$ cat src/rtl/sbl_pkg.sv
package sbl_pkg;

  typedef enum logic [2:0] {
    ST_IDLE = 3'd0,
    ST_LEN  = 3'd1,
    ST_ADDR = 3'd2,
    ST_DATA = 3'd3,
    ST_JUMP = 3'd4
  } sbl_state_e;

  // A mode selects a byte-stream source unless its low bits are all zero.
  function automatic logic mode_loads(input logic [3:0] mode);
    return (mode[2:0] != 3'd0);
  endfunction

endpackage

$ cat src/rtl/sbl_reset_sync.sv
module sbl_reset_sync (
  input  logic clk,
  input  logic rst_n,
  output logic rst_sync_n
);
  logic [1:0] sync_q;

  always_ff @(posedge clk or negedge rst_n) begin
    if (!rst_n) sync_q <= 2'b00;
    else        sync_q <= {sync_q[0], 1'b1};
  end

  assign rst_sync_n = sync_q[1];
endmodule

$ cat src/rtl/sbl_word_assembler.sv
module sbl_word_assembler #(
  parameter int BYTE_W = 8,
  parameter int NBYTES = 3
) (
  input  logic                     clk,
  input  logic                     rst_n,
  input  logic                     clr_i,
  input  logic                     take_i,
  input  logic [BYTE_W-1:0]        byte_i,
  output logic [BYTE_W*NBYTES-1:0] word_o,
  output logic                     word_stb_o
);
  localparam int WORD_W = BYTE_W * NBYTES;
  localparam int IDX_W  = (NBYTES > 2) ? $clog2(NBYTES) : 1;
  localparam logic [IDX_W-1:0] LAST_IDX = IDX_W'(NBYTES - 1);

  logic [IDX_W-1:0] idx_q, idx_d;

  always_comb begin
    idx_d = idx_q;
    if (clr_i)            idx_d = '0;
    else if (take_i)      idx_d = (idx_q == LAST_IDX) ? '0 : idx_q + 1'b1;
  end

  always_ff @(posedge clk or negedge rst_n) begin
    if (!rst_n) idx_q <= '0;
    else        idx_q <= idx_d;
  end

  // Lower lanes are held in registers; the top lane comes straight from the input.
  for (genvar g = 0; g < NBYTES - 1; g++) begin : g_lane
    logic [BYTE_W-1:0] lane_q;
    logic              lane_en;
    assign lane_en = take_i && (idx_q == IDX_W'(g));
    always_ff @(posedge clk or negedge rst_n) begin
      if (!rst_n)       lane_q <= '0;
      else if (lane_en) lane_q <= byte_i;
    end
    assign word_o[g*BYTE_W +: BYTE_W] = lane_q;
  end

  assign word_o[WORD_W-1 -: BYTE_W] = byte_i;
  assign word_stb_o = take_i && (idx_q == LAST_IDX) && !clr_i;
endmodule

$ cat src/rtl/sbl_sequencer.sv
module sbl_sequencer
  import sbl_pkg::*;
#(
  parameter int WORD_W = 24,
  parameter int MODE_W = 4
) (
  input  logic              clk,
  input  logic              rst_n,
  input  logic              start_i,
  input  logic [MODE_W-1:0] mode_i,
  input  logic [WORD_W-1:0] word_i,
  input  logic              word_stb_i,
  output logic              ready_o,
  output logic              clr_o,
  output logic              we_o,
  output logic [WORD_W-1:0] waddr_o,
  output logic [WORD_W-1:0] wdata_o,
  output logic              jump_o,
  output logic [WORD_W-1:0] jump_addr_o
);
  sbl_state_e        state_q, state_d;
  logic [WORD_W-1:0] left_q, left_d;
  logic [WORD_W-1:0] base_q, base_d;
  logic [WORD_W-1:0] wptr_q, wptr_d;
  logic              we_q, we_d;
  logic [WORD_W-1:0] waddr_q, wdata_q;
  logic              mode_ok;

  assign mode_ok = (mode_i[MODE_W-2:0] != '0);

  always_comb begin
    state_d = state_q;
    left_d  = left_q;
    base_d  = base_q;
    wptr_d  = wptr_q;
    we_d    = 1'b0;
    case (state_q)
      ST_IDLE: if (start_i && mode_ok) state_d = ST_LEN;
      ST_LEN: if (word_stb_i) begin
        left_d  = word_i;
        state_d = ST_ADDR;
      end
      ST_ADDR: if (word_stb_i) begin
        base_d  = word_i;
        wptr_d  = word_i;
        state_d = (left_q == '0) ? ST_JUMP : ST_DATA;
      end
      ST_DATA: if (word_stb_i) begin
        we_d    = 1'b1;
        wptr_d  = wptr_q + 1'b1;
        left_d  = left_q - 1'b1;
        if (left_q == WORD_W'(1)) state_d = ST_JUMP;
      end
      ST_JUMP: state_d = ST_IDLE;
      default: state_d = ST_IDLE;
    endcase
  end

  always_ff @(posedge clk or negedge rst_n) begin
    if (!rst_n) begin
      state_q <= ST_IDLE;
      left_q  <= '0;
      base_q  <= '0;
      wptr_q  <= '0;
      we_q    <= 1'b0;
    end else begin
      state_q <= state_d;
      left_q  <= left_d;
      base_q  <= base_d;
      wptr_q  <= wptr_d;
      we_q    <= we_d;
    end
  end

  // Write port registers load only on a write (explicit clock enable).
  always_ff @(posedge clk or negedge rst_n) begin
    if (!rst_n) begin
      waddr_q <= '0;
      wdata_q <= '0;
    end else if (we_d) begin
      waddr_q <= wptr_q;
      wdata_q <= word_i;
    end
  end

  assign ready_o     = (state_q == ST_LEN) || (state_q == ST_ADDR) || (state_q == ST_DATA);
  assign clr_o       = (state_q == ST_IDLE);
  assign jump_o      = (state_q == ST_JUMP);
  assign jump_addr_o = base_q;
  assign we_o        = we_q;
  assign waddr_o     = waddr_q;
  assign wdata_o     = wdata_q;
endmodule

$ cat src/rtl/stream_boot_loader.sv
module stream_boot_loader #(
  parameter int BYTE_W = 8,
  parameter int NBYTES = 3,
  parameter int MODE_W = 4
) (
  input  logic                     clk,
  input  logic                     rst_n,
  input  logic                     start_i,
  input  logic [MODE_W-1:0]        mode_i,
  input  logic                     byte_valid_i,
  input  logic [BYTE_W-1:0]        byte_data_i,
  output logic                     byte_ready_o,
  output logic                     mem_we_o,
  output logic [BYTE_W*NBYTES-1:0] mem_addr_o,
  output logic [BYTE_W*NBYTES-1:0] mem_wdata_o,
  output logic                     jump_o,
  output logic [BYTE_W*NBYTES-1:0] jump_addr_o
);
  localparam int WORD_W = BYTE_W * NBYTES;

  logic              rst_core_n;
  logic              take;
  logic              clr;
  logic              ready;
  logic [WORD_W-1:0] word;
  logic              word_stb;

  sbl_reset_sync u_rst (
    .clk        (clk),
    .rst_n      (rst_n),
    .rst_sync_n (rst_core_n)
  );

  assign take = byte_valid_i && ready;

  sbl_word_assembler #(.BYTE_W(BYTE_W), .NBYTES(NBYTES)) u_asm (
    .clk        (clk),
    .rst_n      (rst_core_n),
    .clr_i      (clr),
    .take_i     (take),
    .byte_i     (byte_data_i),
    .word_o     (word),
    .word_stb_o (word_stb)
  );

  sbl_sequencer #(.WORD_W(WORD_W), .MODE_W(MODE_W)) u_seq (
    .clk         (clk),
    .rst_n       (rst_core_n),
    .start_i     (start_i),
    .mode_i      (mode_i),
    .word_i      (word),
    .word_stb_i  (word_stb),
    .ready_o     (ready),
    .clr_o       (clr),
    .we_o        (mem_we_o),
    .waddr_o     (mem_addr_o),
    .wdata_o     (mem_wdata_o),
    .jump_o      (jump_o),
    .jump_addr_o (jump_addr_o)
  );

  assign byte_ready_o = ready;
endmodule

$ cat config.mk
export PLATFORM = sky130hd
export DESIGN_NAME = stream_boot_loader
export DESIGN_NICKNAME = d
export VERILOG_FILES = /design/src/rtl/sbl_pkg.sv /design/src/rtl/sbl_reset_sync.sv /design/src/rtl/sbl_word_assembler.sv /design/src/rtl/sbl_sequencer.sv /design/src/rtl/stream_boot_loader.sv
export SDC_FILE = /design/constraint.sdc
export NUM_CORES = 1
export LEC_CHECK = 0
export ABC_AREA = 1
export BUFFER_PORTS_ARGS = -buffer_cell sky130_fd_sc_hd__buf_4
export CAP_MARGIN = 20
export CORE_MARGIN = 8
export CORE_UTILIZATION = 25
export DETAILED_ROUTE_END_ITERATION = 8
export HOLD_SLACK_MARGIN = 0.02
export PLACE_DENSITY = 0.51
export RECOVER_POWER = 50
export SLEW_MARGIN = 20
export SYNTH_ARGS = -nofsm -noshare
export SYNTH_HDL_FRONTEND = slang
export SYNTH_SLANG_ARGS = --single-unit
$ cat constraint.sdc
create_clock -name clk -period 5.45 [get_ports clk]
set_input_delay 0.8175 -clock clk [delete_from_list [all_inputs] [get_ports clk]]
set_output_delay 0.8175 -clock clk [all_outputs]
set_load 0.03 [all_outputs]
* After elaboration in Yosys (flattened, before gate mapping)
Cells that the tools add are included.
Widths: inputs -> output; s select.
** Cells by class
- Multipliers :: 0
- Reduce and logical (&&, ||, !) cells :: 20
- Div/mod/pow operators :: 0
- Muxes and demuxes :: 17
- Shift-type cells :: 0
- Bitwise operators :: 0
- Equality and inequality tests :: 12
- Add/subtract/negate cells :: 3
- Magnitude comparators :: 0
** Operators with widths (count)
- $pmux 24 s2 :: 2
- $mux 24 :: 3
- $add 24x1->24 const B :: 1
- $eq 24x1->1 const B :: 1
- $logic_not 24->1 :: 1
- $sub 24x1->24 const B :: 1
- $mux 3 :: 6
- $pmux 3 s4 :: 1
- $eq 3x2->1 const B :: 2
- $logic_and 1x1->1 :: 6
- $mux 2 :: 3
- $ne 2x2->1 const B :: 3
- $reduce_and 3->1 :: 2
- $reduce_bool 2->1 :: 3
- $reduce_and 5->1 :: 1
- $ne 2x1->1 const B :: 2
- $eq 3x1->1 const B :: 1
- $eq 3x3->1 const B :: 1
- $logic_not 3->1 :: 1
- $reduce_bool 3->1 :: 1
- $add 2x1->2 const B :: 1
- $eq 2x1->1 const B :: 1
- $eq 2x2->1 const B :: 1
- $logic_not 2->1 :: 1
- other kinds (4) :: 6
** Storage, ports and cells
- Output and inout port bits :: 75
- Bits in read-only memories :: 0
- Bits in writable memories :: 0
- Memories :: 0
- Flip-flop bits (word level) :: 144
- Logic and storage cells :: 63
- Latch bits :: 0
- Bits of input ports :: 16

* Depth between registers and ports, before layout
- Depth after elaboration :: 8
- Gate-level depth with buffers :: 11
- Depth with buffers taken out :: 10

* Modules after synthesis
Synthesis repeated with hierarchy kept, for this count alone.
** Unflattened totals
- Cells, all modules :: 958
- Area total of the unflattened synthesis :: 7514.7 um^2
** By module, submodules not included
- sbl_sequencer :: area each 6638.9 um^2, sequential area each 3103.0 um^2, times used 1, cells each 862
- sbl_word_assembler :: area each 814.5 um^2, sequential area each 450.4 um^2, times used 1, cells each 91
- sbl_reset_sync :: area each 53.8 um^2, sequential area each 50.0 um^2, times used 1, cells each 3
- stream_boot_loader :: area each 7.5 um^2, sequential area each 0.0 um^2, times used 1, cells each 2

* Least setup slack after synthesis
OpenSTA, ideal clock, no wires.
- Path type :: reg2out
- Start point :: register u_seq.state_q[0]
- End point :: output port jump_o
- Required time :: 4.633 ns
- Slack :: 3.479 ns
- Arrival :: 1.153 ns
- Path buffers :: 0
- Cell stages (with the launch flop) :: 4
- Path through :: dfrtp_1 nor2_1 inv_1 nor2_1
** On the way
- Word-level cells in the longest chain between the ends :: 1
** RTL lines
- from (decl) :: line sbl_sequencer.sv:21 : sbl_state_e state_q, state_d;
- from (signal assigned) :: line sbl_sequencer.sv:67 : state_q <= state_d;
- $eq 3x3->1 :: line sbl_sequencer.sv:88 : assign jump_o = (state_q == ST_JUMP);
- to (decl) :: line stream_boot_loader.sv:16 : output logic jump_o,
No other way between the ends.

==> results.md <==
- Fraction of layout cells with a size suffix above 1: 0.102
- Maxcap violations: 1
- Max stage delay cell, worst path: dfrtp_1
- Maximum resistive drop on vdd: about 0.25 mV
- Cell Rows: 61
- Total grt overflow: 0
- Detailed Route WL: 20100 um
- Final hold viol count: 0
- Htree depth: 4
- Design internal power: 2.65 mW
- PnR Total Power: 4.61 mW
- Final core utilization: 0.306
- Routed via count: 6094
- Area occupied by registers: 3600 um2
- Maximum number of pins on one net before global-route repair: 93
- Startpoint type of the worst setup path: register
- Kind of end point of the critical path: async pin
- Path class of the lowest-slack min-delay path: input port to async pin
- Syn_area_per_cell: 7.55 um2
- Post-route fraction of the period consumed by the critical path: 0.521
- Critical path class: register to async pin
- PortBufs: 89
- Number of enable-type register cells in the synthesized netlist: 0
- Die Y: about 180 um
- Required arrival time at the worst endpoint: 5.75 ns
- Post-CTS resize count: 0
- Post-CTS Setup Bufs: 0
- Number of vias per cell after detailed routing: 4.33
- Worst Max-Slew Pin Slew: 1.70 ns
- Main combinational cell family by area after synthesis: simple AND/OR/NAND/NOR gates
- Unrepaired setup endpoints after global routing: false
- Post-synthesis compound-gate area fraction: 0.124
- Count of buffering cells on the critical path with inverters included: 1
- CTS tree: done
- Core Footprint: 27900 um2
- Clock Skews: 0.0116 ns
- Clock group share of total power: 0.247
- Mux cell area share after synthesis: 0
- Clock Sinks: 144
- GRT Util Overall: 0.122
- Synthesized-area fraction occupied by and/or/nand/nor cells: 0.270
- Routability-driven placement congestion ratio: 0.853
- PwrDens: 540 nW/um2
- Total die area: 34000 um2
- Ys async rst share: 1.00
- Data arrival time of the critical path: 3.14 ns
- Prevailing post-synth register cell: dfrtp_1
- Adder-cell share of the synthesized area: 0.00530
- Clk slew on worst S/H paths: 0.06 ns
- Top delay family on crit path: flip-flops
- # hold bufs at CTS: 0
- Maximum cell stage delay along the critical path: 1.47 ns
- Count of pins on the block boundary: 91
- Tightest slew margin relative to the limit: -0.135
- DRC Markers: 0
- Power share of the sequential group: 0.376
- Detail-routed net length per standard cell: roughly 14 um
- Clock latency on the worst-skew pair: around 0.42 ns
- Synthesized net count: 957
- Parity-gate share of the synthesized area counting xor and xnor cells: 0.0111
- Number of instances in the synthesized netlist: 938
- Nets@finish: 1035
- Signed area change from the synthesized netlist to the final layout: 20.5%
- Post-DP HPWL: 14700 um
- Number of antenna violations at the first check in global routing: 0
- Initial core utilization: 0.254
- Count of distinct cell types in the synthesized netlist: 32
- Final antenna-violating net count: 0
- Ordered list of cells on the worst path: clkbuf_2
- Max Buffers Root-to-Sink: 2
- Leakage power of the design: 4.18 nW
- Synth warnings: 0
- Worst Path Max Fanout: 51
- Reported net switching power: between 1.5 and 2 mW
- Count of state elements after synthesis: 144
- Mapped cell area: around 7000 um2
- Final Max Tran Viols: 43
- Layout fillers: 3049
- Violated checks: max-capacitance violations, max-slew violations
- Width of the chip: 184 um
- Final setup violation count: 0
- Net Sw Frac: 0.426
- FMAX: between 0.3 and 0.4 GHz
- Fin crit period: 2.84 ns
- Num CTS Buffers: 17
- Final TNS setup: 0 ns
- Comb pwr share: 0.377
- Multi-input combinational cell area: 2910 um2
- Result of the run: finished with violations
- Post-synthesis sequential area ratio: 0.509
- Wire length of the first global-routing pass: ~32000 um
- Antenna diodes: 0
- Detailed-router iteration count before antenna repair: 5
- Clock root cell: clkbuf_16
- DR iter-0 viols: 487
- Number of global-route vias before repair: 5891
## logic make-up (layout without fill, tap and decap cells)
logic type                 Yosys count  after routing
and+or+nand+nor                    475            475
xor gates and xnor gates             9              9
AOI/OAI and AO/OA                  166            166
other                                1              1
DFF                                144            144
adders and majority gates            3              3
buffers and inverters              140            231
## flip-flops by register name (all words and copies together), names as in the netlist
name                 flops
u_seq.left_q            24
u_asm.idx_q              2
u_seq.wptr_q            24
u_seq.jump_addr_o       24
u_seq.waddr_o           24
u_asm.g_lane.lane_q     16
u_seq.wdata_o           24
u_seq.state_q            3
u_seq.we_o               1
u_rst.sync_q             2
## power by group through the flow
stage | Combinational, mW | Clock, mW | Sequential (mW)
finish | 1.74 | 1.14 | 1.73
global route | 1.95 | 1.21 | 1.79
CTS | 1.83 | 1.16 | 1.74
detailed placement | 1.82 | 0 | 1.75
global placement | 1.81 | 0 | 1.75
floorplan | 0.899 | 0 | 2.01
## through the flow
stage	cells	hold slack, ns	setup WS, ns	instance area, um2
2_1_floorplan	938	0.331	1.14	7080
4_1_cts	1407	0.148	2.74	8670
3_5_place_dp	1375	0.338	2.51	8090
5_1_grt	1407	0.160	1.99	8530
6_report	1407	0.167	2.61	8530
3_3_place_gp	1375	0.334	2.56	8090
## routing by layer
layer,up-vias,global-route usage,wire length [um]
met5,-,0,0
li1,3108,-,-
met2,131,0.197,9320
met1,2834,0.162,9480
met3,21,0.0238,1030
met4,0,0.0384,313
## path summary, 6_finish.rpt
| check | from | end | slack [ns] | cells after the start |
|---|---|---|---|---|
| worst min-delay path | rst_n | u_rst.sync_q[0] | 0.17 | 1 |
| min in group clk | u_rst.sync_q[0] | u_rst.sync_q[1] | 0.35 | 0 |
| max in group clk | u_seq.state_q[0] | u_seq.wptr_q[14] | 2.71 | 7 |
| worst max-delay path | u_rst.sync_q[1] | u_seq.waddr_o[18] | 2.61 | 1 |
| worst min register to register | u_rst.sync_q[0] | u_rst.sync_q[1] | 0.35 | 0 |
| worst max register to register | u_rst.sync_q[1] | u_seq.waddr_o[18] | 2.61 | 1 |
## synthesized netlist by cell type, drive strengths merged, types with 2 or more instances
cell type | n | area (um2)
nor3 | 5 | 36.3
clkbuf | 7 | 26.3
xor2 | 8 | 70.1
ha | 3 | 37.5
buf | 26 | 143
o21bai | 2 | 15.0
a21oi | 14 | 70.1
nand3b | 7 | 52.6
nand3 | 33 | 170
nand4 | 7 | 43.8
o21ai | 132 | 661
o31ai | 2 | 15.0
nand2 | 303 | 1140
a21boi | 13 | 97.6
dfrtp | 144 | 3600
inv | 107 | 402
nor2 | 119 | 462
## layout make-up
type | count | area share
clock buffers | 22 | 0.0556
clock inverters | 10 | 0.0120
inverters | 107 | 0.0471
multi-input cells | 654 | 0.341
flip-flops and latches | 144 | 0.422
well taps | 378 | 0.0554
repair buffers | 92 | 0.0670
## layout by cell type, fill, tap and decap left out, types with 3 or more instances in the layout
master | synthesis | final
clkbuf_1 | 7 | 33
inv_1 | 100 | 100
a21boi_1 | 4 | 4
nor2_2 | 3 | 3
dfrtp_1 | 144 | 144
buf_4 | 5 | 60
clkinv_4 | 0 | 4
ha_1 | 3 | 3
o21ai_1 | 58 | 58
nand2_1 | 302 | 301
o21ai_0 | 74 | 74
a21boi_0 | 9 | 9
inv_2 | 7 | 7
clkbuf_16 | 0 | 17
nand4_1 | 7 | 7
nor2_1 | 115 | 115
xor2_1 | 8 | 8
nand3b_1 | 7 | 7
nor3_1 | 4 | 5
clkbuf_8 | 0 | 3
nand3_1 | 32 | 32
a21oi_1 | 14 | 14
No activity file was read; power rests on OpenSTA's default activity.
